File: config.mk
export PLATFORM = sky130hd
export DESIGN_NAME = csc_matrix_top
export DESIGN_NICKNAME = d
export VERILOG_FILES = /design/src/rtl/csc_pkg.sv /design/src/rtl/csc_param_bank.sv /design/src/rtl/csc_mult_stage.sv /design/src/rtl/csc_sum_stage.sv /design/src/rtl/csc_round_stage.sv /design/src/rtl/csc_matrix_top.sv
export SDC_FILE = /design/constraint.sdc
export NUM_CORES = 2
export LEC_CHECK = 0
export ABC_AREA = 1
export ABC_CLOCK_PERIOD_IN_PS = 6900
export BUFFER_PORTS_ARGS = -buffer_cell sky130_fd_sc_hd__buf_4
export CAP_MARGIN = 30
export CORE_AREA = 2 2 353 355
export DETAILED_ROUTE_END_ITERATION = 6
export DIE_AREA = 0 0 355 357
export PLACE_DENSITY = 0.59
export SETUP_SLACK_MARGIN = 0.3
export SYNTH_ARGS = -nofsm -noshare
export SYNTH_HDL_FRONTEND = slang
export SYNTH_SLANG_ARGS = --single-unit
File: constraint.sdc
create_clock -name clk -period 6.9 [get_ports clk]
set_clock_uncertainty 0.1 [all_clocks]
set_input_delay 0.69 -clock clk [delete_from_list [all_inputs] [get_ports clk]]
set_output_delay 0.69 -clock clk [all_outputs]
set_load 0.01 [all_outputs]
File: src/rtl/csc_pkg.sv
package csc_pkg;
  localparam int NCH      = 3;
  localparam int PIX_W    = 8;
  localparam int COEF_W   = 9;
  localparam int OFS_W    = 13;
  localparam int OFS_LO_W = 5;
  localparam int OFS_HI_W = OFS_W - OFS_LO_W;
  localparam int SCL_W    = 2;
  localparam int NWORD    = 6;
  localparam int WORD_W   = 32;
  localparam int IDX_W    = $clog2(NWORD);
  localparam int PROD_W   = COEF_W + PIX_W + 1;
  localparam int ACC_W    = PROD_W + $clog2(NCH) + 2;
  localparam int T_W      = ACC_W + (1 << SCL_W);
  localparam int FRAC_SH  = PIX_W + 1;
  localparam int OFS_SH   = PIX_W - 2;
  localparam int LUMA_MIN = 16;
  localparam int LUMA_MAX = 235;
  localparam int CHR_MAX  = 240;
  localparam int PIX_MAX  = (1 << PIX_W) - 1;

  typedef logic [NWORD-1:0][WORD_W-1:0] csc_words_t;

  typedef struct packed {
    logic [NCH-1:0][NCH-1:0][COEF_W-1:0] coef;
    logic [NCH-1:0][OFS_W-1:0]           ofs;
    logic [SCL_W-1:0]                    scale;
    logic                                sat;
  } csc_set_t;

  // Field positions are fixed by the parameter word layout.
  function automatic csc_set_t csc_unpack(csc_words_t w);
    csc_set_t s;
    s.coef[0][0] = w[0][26:18];
    s.coef[1][1] = w[0][17:9];
    s.coef[2][2] = w[0][8:0];
    s.coef[0][1] = w[2][26:18];
    s.coef[1][0] = w[2][17:9];
    s.coef[2][0] = w[2][8:0];
    s.coef[0][2] = w[4][26:18];
    s.coef[1][2] = w[4][17:9];
    s.coef[2][1] = w[4][8:0];
    for (int k = 0; k < NCH; k++)
      s.ofs[k] = {w[2*k+1][OFS_HI_W-1:0], w[2*k][WORD_W-1 -: OFS_LO_W]};
    s.scale = w[1][9:8];
    s.sat   = w[1][10];
    return s;
  endfunction

  function automatic csc_words_t csc_identity();
    csc_words_t w;
    w    = '0;
    w[0] = (32'd128 << 18) | (32'd128 << 9) | 32'd128;
    w[1] = 32'd2 << 8;
    return w;
  endfunction
endpackage

File: src/rtl/csc_param_bank.sv
module csc_param_bank
  import csc_pkg::*;
(
  input  logic              clk,
  input  logic              rst,
  input  logic              wr_en,
  input  logic [IDX_W-1:0]  wr_idx,
  input  logic [WORD_W-1:0] wr_data,
  input  logic              take,
  output csc_set_t          eff
);
  csc_words_t words_q;
  csc_set_t   act_q;
  csc_set_t   staged;

  assign staged = csc_unpack(words_q);

  always_ff @(posedge clk) begin
    if (rst) begin
      words_q <= csc_identity();
      act_q   <= csc_unpack(csc_identity());
    end else begin
      if (wr_en && (int'(wr_idx) < NWORD))
        words_q[wr_idx] <= wr_data;
      if (take)
        act_q <= staged;
    end
  end

  // The frame's first pixel already uses the staged set.
  assign eff = take ? staged : act_q;

  assert_act_hold_R8: assert property (@(posedge clk) disable iff (rst)
    !take |=> $stable(act_q))
    else $error("active set changed without frame start");
endmodule

File: src/rtl/csc_mult_stage.sv
module csc_mult_stage
  import csc_pkg::*;
(
  input  logic                                clk,
  input  logic                                rst,
  input  logic                                en,
  input  logic                                v_in,
  input  logic [NCH-1:0][PIX_W-1:0]           pix,
  input  csc_set_t                            set,
  output logic                                v_o,
  output logic [NCH-1:0][NCH-1:0][PROD_W-1:0] prod_o,
  output logic [NCH-1:0][OFS_W-1:0]           ofs_o,
  output logic [SCL_W-1:0]                    scale_o,
  output logic                                sat_o
);
  logic [NCH-1:0][NCH-1:0][PROD_W-1:0] prod_c;

  always_comb begin
    for (int i = 0; i < NCH; i++) begin
      for (int j = 0; j < NCH; j++) begin
        logic signed [PROD_W-1:0] a;
        logic signed [PROD_W-1:0] b;
        a = PROD_W'($signed(set.coef[i][j]));
        b = PROD_W'({1'b0, pix[j]});
        prod_c[i][j] = a * b;
      end
    end
  end

  always_ff @(posedge clk) begin
    if (rst) begin
      v_o     <= 1'b0;
      prod_o  <= '0;
      ofs_o   <= '0;
      scale_o <= '0;
      sat_o   <= 1'b0;
    end else if (en) begin
      v_o     <= v_in;
      prod_o  <= prod_c;
      ofs_o   <= set.ofs;
      scale_o <= set.scale;
      sat_o   <= set.sat;
    end
  end
endmodule

File: src/rtl/csc_sum_stage.sv
module csc_sum_stage
  import csc_pkg::*;
(
  input  logic                                clk,
  input  logic                                rst,
  input  logic                                en,
  input  logic                                v_in,
  input  logic [NCH-1:0][NCH-1:0][PROD_W-1:0] prod,
  input  logic [NCH-1:0][OFS_W-1:0]           ofs,
  input  logic [SCL_W-1:0]                    scale,
  input  logic                                sat_in,
  output logic                                v_o,
  output logic [NCH-1:0][T_W-1:0]             t_o,
  output logic                                sat_o
);
  for (genvar i = 0; i < NCH; i++) begin : g_ch
    logic signed [T_W-1:0] acc;
    logic signed [T_W-1:0] t_c;
    logic        [T_W-1:0] t_q;

    always_comb begin
      acc = T_W'($signed(ofs[i])) <<< OFS_SH;
      for (int j = 0; j < NCH; j++)
        acc = acc + T_W'($signed(prod[i][j]));
      t_c = acc <<< scale;
    end

    always_ff @(posedge clk) begin
      if (rst)     t_q <= '0;
      else if (en) t_q <= t_c;
    end

    assign t_o[i] = t_q;
  end

  always_ff @(posedge clk) begin
    if (rst) begin
      v_o   <= 1'b0;
      sat_o <= 1'b0;
    end else if (en) begin
      v_o   <= v_in;
      sat_o <= sat_in;
    end
  end
endmodule

File: src/rtl/csc_round_stage.sv
module csc_round_stage
  import csc_pkg::*;
(
  input  logic                       clk,
  input  logic                       rst,
  input  logic                       en,
  input  logic                       v_in,
  input  logic [NCH-1:0][T_W-1:0]    t_in,
  input  logic                       sat_in,
  output logic                       v_o,
  output logic [NCH-1:0][PIX_W-1:0]  px_o
);
  localparam logic signed [T_W-1:0] HALF = T_W'(1) <<< (FRAC_SH - 1);

  for (genvar i = 0; i < NCH; i++) begin : g_ch
    localparam int HI_SAT = (i == 0) ? LUMA_MAX : CHR_MAX;
    logic signed [T_W-1:0] r;
    logic signed [T_W-1:0] lo;
    logic signed [T_W-1:0] hi;
    logic [PIX_W-1:0]      y_c;
    logic [PIX_W-1:0]      y_q;

    always_comb begin
      r  = ($signed(t_in[i]) + HALF) >>> FRAC_SH;
      lo = sat_in ? T_W'(LUMA_MIN) : '0;
      hi = sat_in ? T_W'(HI_SAT) : T_W'(PIX_MAX);
      if (r < lo)      y_c = lo[PIX_W-1:0];
      else if (r > hi) y_c = hi[PIX_W-1:0];
      else             y_c = r[PIX_W-1:0];
    end

    always_ff @(posedge clk) begin
      if (rst)     y_q <= '0;
      else if (en) y_q <= y_c;
    end

    assign px_o[i] = y_q;

    assert_sat_range_R6: assert property (@(posedge clk) disable iff (rst)
      (en && v_in && sat_in) |=>
        (y_q >= PIX_W'(LUMA_MIN) && y_q <= PIX_W'(HI_SAT)))
      else $error("saturated output outside video range");
  end

  always_ff @(posedge clk) begin
    if (rst)     v_o <= 1'b0;
    else if (en) v_o <= v_in;
  end
endmodule

File: src/rtl/csc_matrix_top.sv
module csc_matrix_top
  import csc_pkg::*;
(
  input  logic                  clk,
  input  logic                  rst,
  input  logic                  cfg_we,
  input  logic [IDX_W-1:0]      cfg_idx,
  input  logic [WORD_W-1:0]     cfg_data,
  input  logic                  s_valid,
  output logic                  s_ready,
  input  logic                  s_sof,
  input  logic [NCH*PIX_W-1:0]  s_data,
  output logic                  m_valid,
  input  logic                  m_ready,
  output logic [NCH*PIX_W-1:0]  m_data
);
  logic                                en;
  logic                                take;
  csc_set_t                            eff;
  logic                                v1, v2, v3;
  logic [NCH-1:0][NCH-1:0][PROD_W-1:0] prod;
  logic [NCH-1:0][OFS_W-1:0]           ofs1;
  logic [SCL_W-1:0]                    scl1;
  logic                                sat1, sat2;
  logic [NCH-1:0][T_W-1:0]             t2;
  logic [NCH-1:0][PIX_W-1:0]           px3;

  // One enable for every stage: advance unless the output is held.
  assign en      = m_ready || !m_valid;
  assign s_ready = en;
  assign take    = s_valid && en && s_sof;

  csc_param_bank u_bank (
    .clk(clk), .rst(rst), .wr_en(cfg_we), .wr_idx(cfg_idx),
    .wr_data(cfg_data), .take(take), .eff(eff)
  );

  csc_mult_stage u_mult (
    .clk(clk), .rst(rst), .en(en), .v_in(s_valid), .pix(s_data), .set(eff),
    .v_o(v1), .prod_o(prod), .ofs_o(ofs1), .scale_o(scl1), .sat_o(sat1)
  );

  csc_sum_stage u_sum (
    .clk(clk), .rst(rst), .en(en), .v_in(v1), .prod(prod), .ofs(ofs1),
    .scale(scl1), .sat_in(sat1), .v_o(v2), .t_o(t2), .sat_o(sat2)
  );

  csc_round_stage u_round (
    .clk(clk), .rst(rst), .en(en), .v_in(v2), .t_in(t2), .sat_in(sat2),
    .v_o(v3), .px_o(px3)
  );

  assign m_valid = v3;
  assign m_data  = px3;

  assert_out_hold_R10: assert property (@(posedge clk) disable iff (rst)
    (m_valid && !m_ready) |=> (m_valid && $stable(m_data)))
    else $error("output changed while stalled");

  assert_ready_empty_R11: assert property (@(posedge clk) disable iff (rst)
    !m_valid |-> s_ready)
    else $error("input blocked with empty output");

  assert_stall_blocks_R10: assert property (@(posedge clk) disable iff (rst)
    (m_valid && !m_ready) |-> !s_ready)
    else $error("input accepted while output stalled");
endmodule

==> impl_metrics.ini <==
[power_and_ir_drop]
peakVddDrop_uv = 206
power_density_mw_per_mm2 = 335
p_leak_nw = 31.8

[synthesis]
synthTopCellsByCount = inv_1, nand2_1, nor2_1
ys_warn_count = 0
synth_area_mm2 = 0.0549
yosysUniqueCellTypes = 56
ys_seq_elements = 532
ys_seq_area_share_pct = 19.4
yosysMostFrequentCell = inv_1
synth_area_leaders = fa_1, dfxtp_1, ha_1
synth_top_area_share_pct = 21.2
synth_edf_count = 0
synth_area_per_cell_um2 = 7.23
synth_cells = 7588
yosysTopAreaCell = fa_1
synth_flop_cell = dfxtp_1
async_flop_share_pct = 0
synth_nets = 8711

[sta]
tightest_slew_ns = 1.05
finalHoldViolations = 0
hold_ws_ns = 0.190
slew-limit-headroom_pct = 30.0
rsz0062_at_grt = no
fmax_mhz = 164
setup_slack_ns = 0.798
min_period_ns = 6.10
fin_crit_sh_pct = 88.4
slew_viol_final = 0
tns_ns = 0
setup-violations-final = 0

[finish]
final_nets = 8721
n_fill_cell = 12500
area_growth_pct = 8.74
drive_above_1_share_pct = 5.74
multi_input_area_mm2 = 0.0372
finish.utilization_pct = 48.5
seq_area_mm2 = 0.0107
post_layout_nonfiller_instances = 9290

[detailed_routing]
drtPass1Iterations = 5
dr.first_iter.drc_count = 3170
wirelength_um = 167000
met3_length_um = 7850
dr_wl_met2_um = 80100
met1_length_um = 73400
viasPerCell = 5.08
antenna_left = 0
top_layer = met4
wl_per_cell_um = 18.0
num_vias = 47200
drc = 0

[place]
port_buffers = 90
place.detailed.hpwl_um = 133000
pre_cts_ws_ns = 0.393
routabilityCongestion = 0.924
dp_cells = 9164

[setup_path]
end_kind = flip-flop
crit_top_cell = inv_1
arrival_ns = 6.57
crit_slowest_cell = fa_1
r2r_cells = 25
critPathKind = flip-flop to flip-flop
crit_required_ns = 7.36
rr_endpoint = u_mult.prod_o[53]
crit_path_start_kind = flip-flop
cp_max_fo = 19
ff2ff_setup_slack_ns = 0.80
slowest_delay_ns = 0.55
regToRegStartpoint = u_round.v_o

[floorplan]
die_h_um = 357
rows = 129
start_util_pct = 44.6
die_w_um = 355
core-area_mm2 = 0.123
ios = 91
die_area_mm2 = 0.127

[outcome]
status = complete, no violations

[grt]
grt_pass1_vias = 46900
grt_overflow = 0
grt_pass1_wl_um = 264000
antenna_found_initial = 3
grtUsageTotal_pct = 26.7
grt_max_degree = 160

[min_path]
hp-start = cfg_data[12]
whs_path_depth = 3
whs_endpoint = u_bank.staged[90]
hold_class = input port to flip-flop

[cts]
clockBufferDepth = 3
clkTransAtPathRegs_ns = 0.06
cts-resized-gates = 0
h-tree-depth = 3
clk_latency_ns = 0.69
clock-sinks = 532
root_buffer = clkbuf_16
postCtsHoldBufs = 0
post_cts_buffers = 0
cts_tree = built
cts_buffers = 68

[flow_run]
max_cap_viol_count = 0
## cells by family after synthesis
kind of cell / Yosys count / synth area share (%)
multiplexers: 54 / 1.11
AO/OA/AOI/OAI: 884 / 9.20
AND/OR/NAND/NOR: 3043 / 22.7
XOR/XNOR: 162 / 2.62
buffers and inverters: 1855 / 12.8
flip-flops: 532 / 19.4
adder cells (fa/ha/maj): 1058 / 32.1
## registers in the layout, summed over array words and instances (netlist names)
name	flops
u_bank.act_q	123
u_bank.staged	123
u_mult.ofs_o	39
u_mult.prod_o	162
u_mult.sat_o	1
u_mult.scale_o	2
u_mult.v_o	1
u_round.g_ch.y_q	24
u_round.v_o	1
u_sum.g_ch.t_q	54
u_sum.sat_o	1
u_sum.v_o	1
## how the worst max path moves through the flow
stage,endpoint,slack [ns],cells past startpoint,start
final,u_mult.prod_o[53],0.80,25,u_round.v_o
after global routing,u_mult.prod_o[53],0.40,26,u_round.v_o
after CTS,u_mult.prod_o[53],0.78,25,u_round.v_o
after detailed placement,u_mult.prod_o[53],0.39,25,m_ready
after global placement,u_mult.prod_o[53],0.46,26,m_ready
after floorplan,u_mult.prod_o[67],1.32,24,m_ready
## critical path, delay by kind of cell, from the launching register on
kind	cells	cell delay, ns
and+or+nand+nor	8	1.12
buffers and inverters	8	1.10
adders and majority gates	5	2.28
AOI/OAI and AO/OA	4	1.04
DFF	1	0.31
## report_power, final
group          internal (mW)  switching, mW  leakage (nW)  total [mW]
registers               3.60          0.573          4.36        4.17
logic                   4.26           7.83          26.3        12.1
clock network           2.16           1.58          1.13        3.74
total                   10.0           9.99          31.8        20.0
## stage by stage
stage                     power, mW  area, um2
after global placement         16.2      57300
final                          20.0      59600
after global routing           22.0      59600
after detailed placement       16.3      57300
after CTS                      20.1      59600
after floorplan                12.8      54900
## per-layer routing
metal | up-vias | GRT usage, %
met4 | 0 | 8.82
met3 | 233 | 3.23
li1 | 23300 | -
met5 | - | 0
met2 | 1039 | 46.6
met1 | 22600 | 34.3
## final cells by class
cell class,instances,share of cell area (%)
antenna,1,0.00420
clock buffer,96,3.26
clock inverter,28,0.654
inverter,1640,10.3
multi-input combinational,5201,62.4
sequential,532,17.9
tap,1637,3.43
timing repair buffer,155,2.07
## cells in the final DEF, fill, tap and decap left out, types with 39 or more instances in the layout
cell | netlist | layout
xor2_1 | 98 | 98
o21ai_0 | 348 | 348
inv_2 | 57 | 56
inv_1 | 1567 | 1565
fa_1 | 582 | 582
ha_1 | 476 | 476
nor2_1 | 955 | 950
mux2i_1 | 43 | 43
buf_4 | 9 | 150
dfxtp_1 | 532 | 530
o21ai_1 | 60 | 60
nand4_1 | 54 | 54
xnor2_1 | 63 | 63
clkbuf_16 | 0 | 68
o21bai_1 | 39 | 39
nand2_1 | 1490 | 1490
a21oi_1 | 260 | 260
nand3_1 | 426 | 426
(Power assumes the default switching activity.)
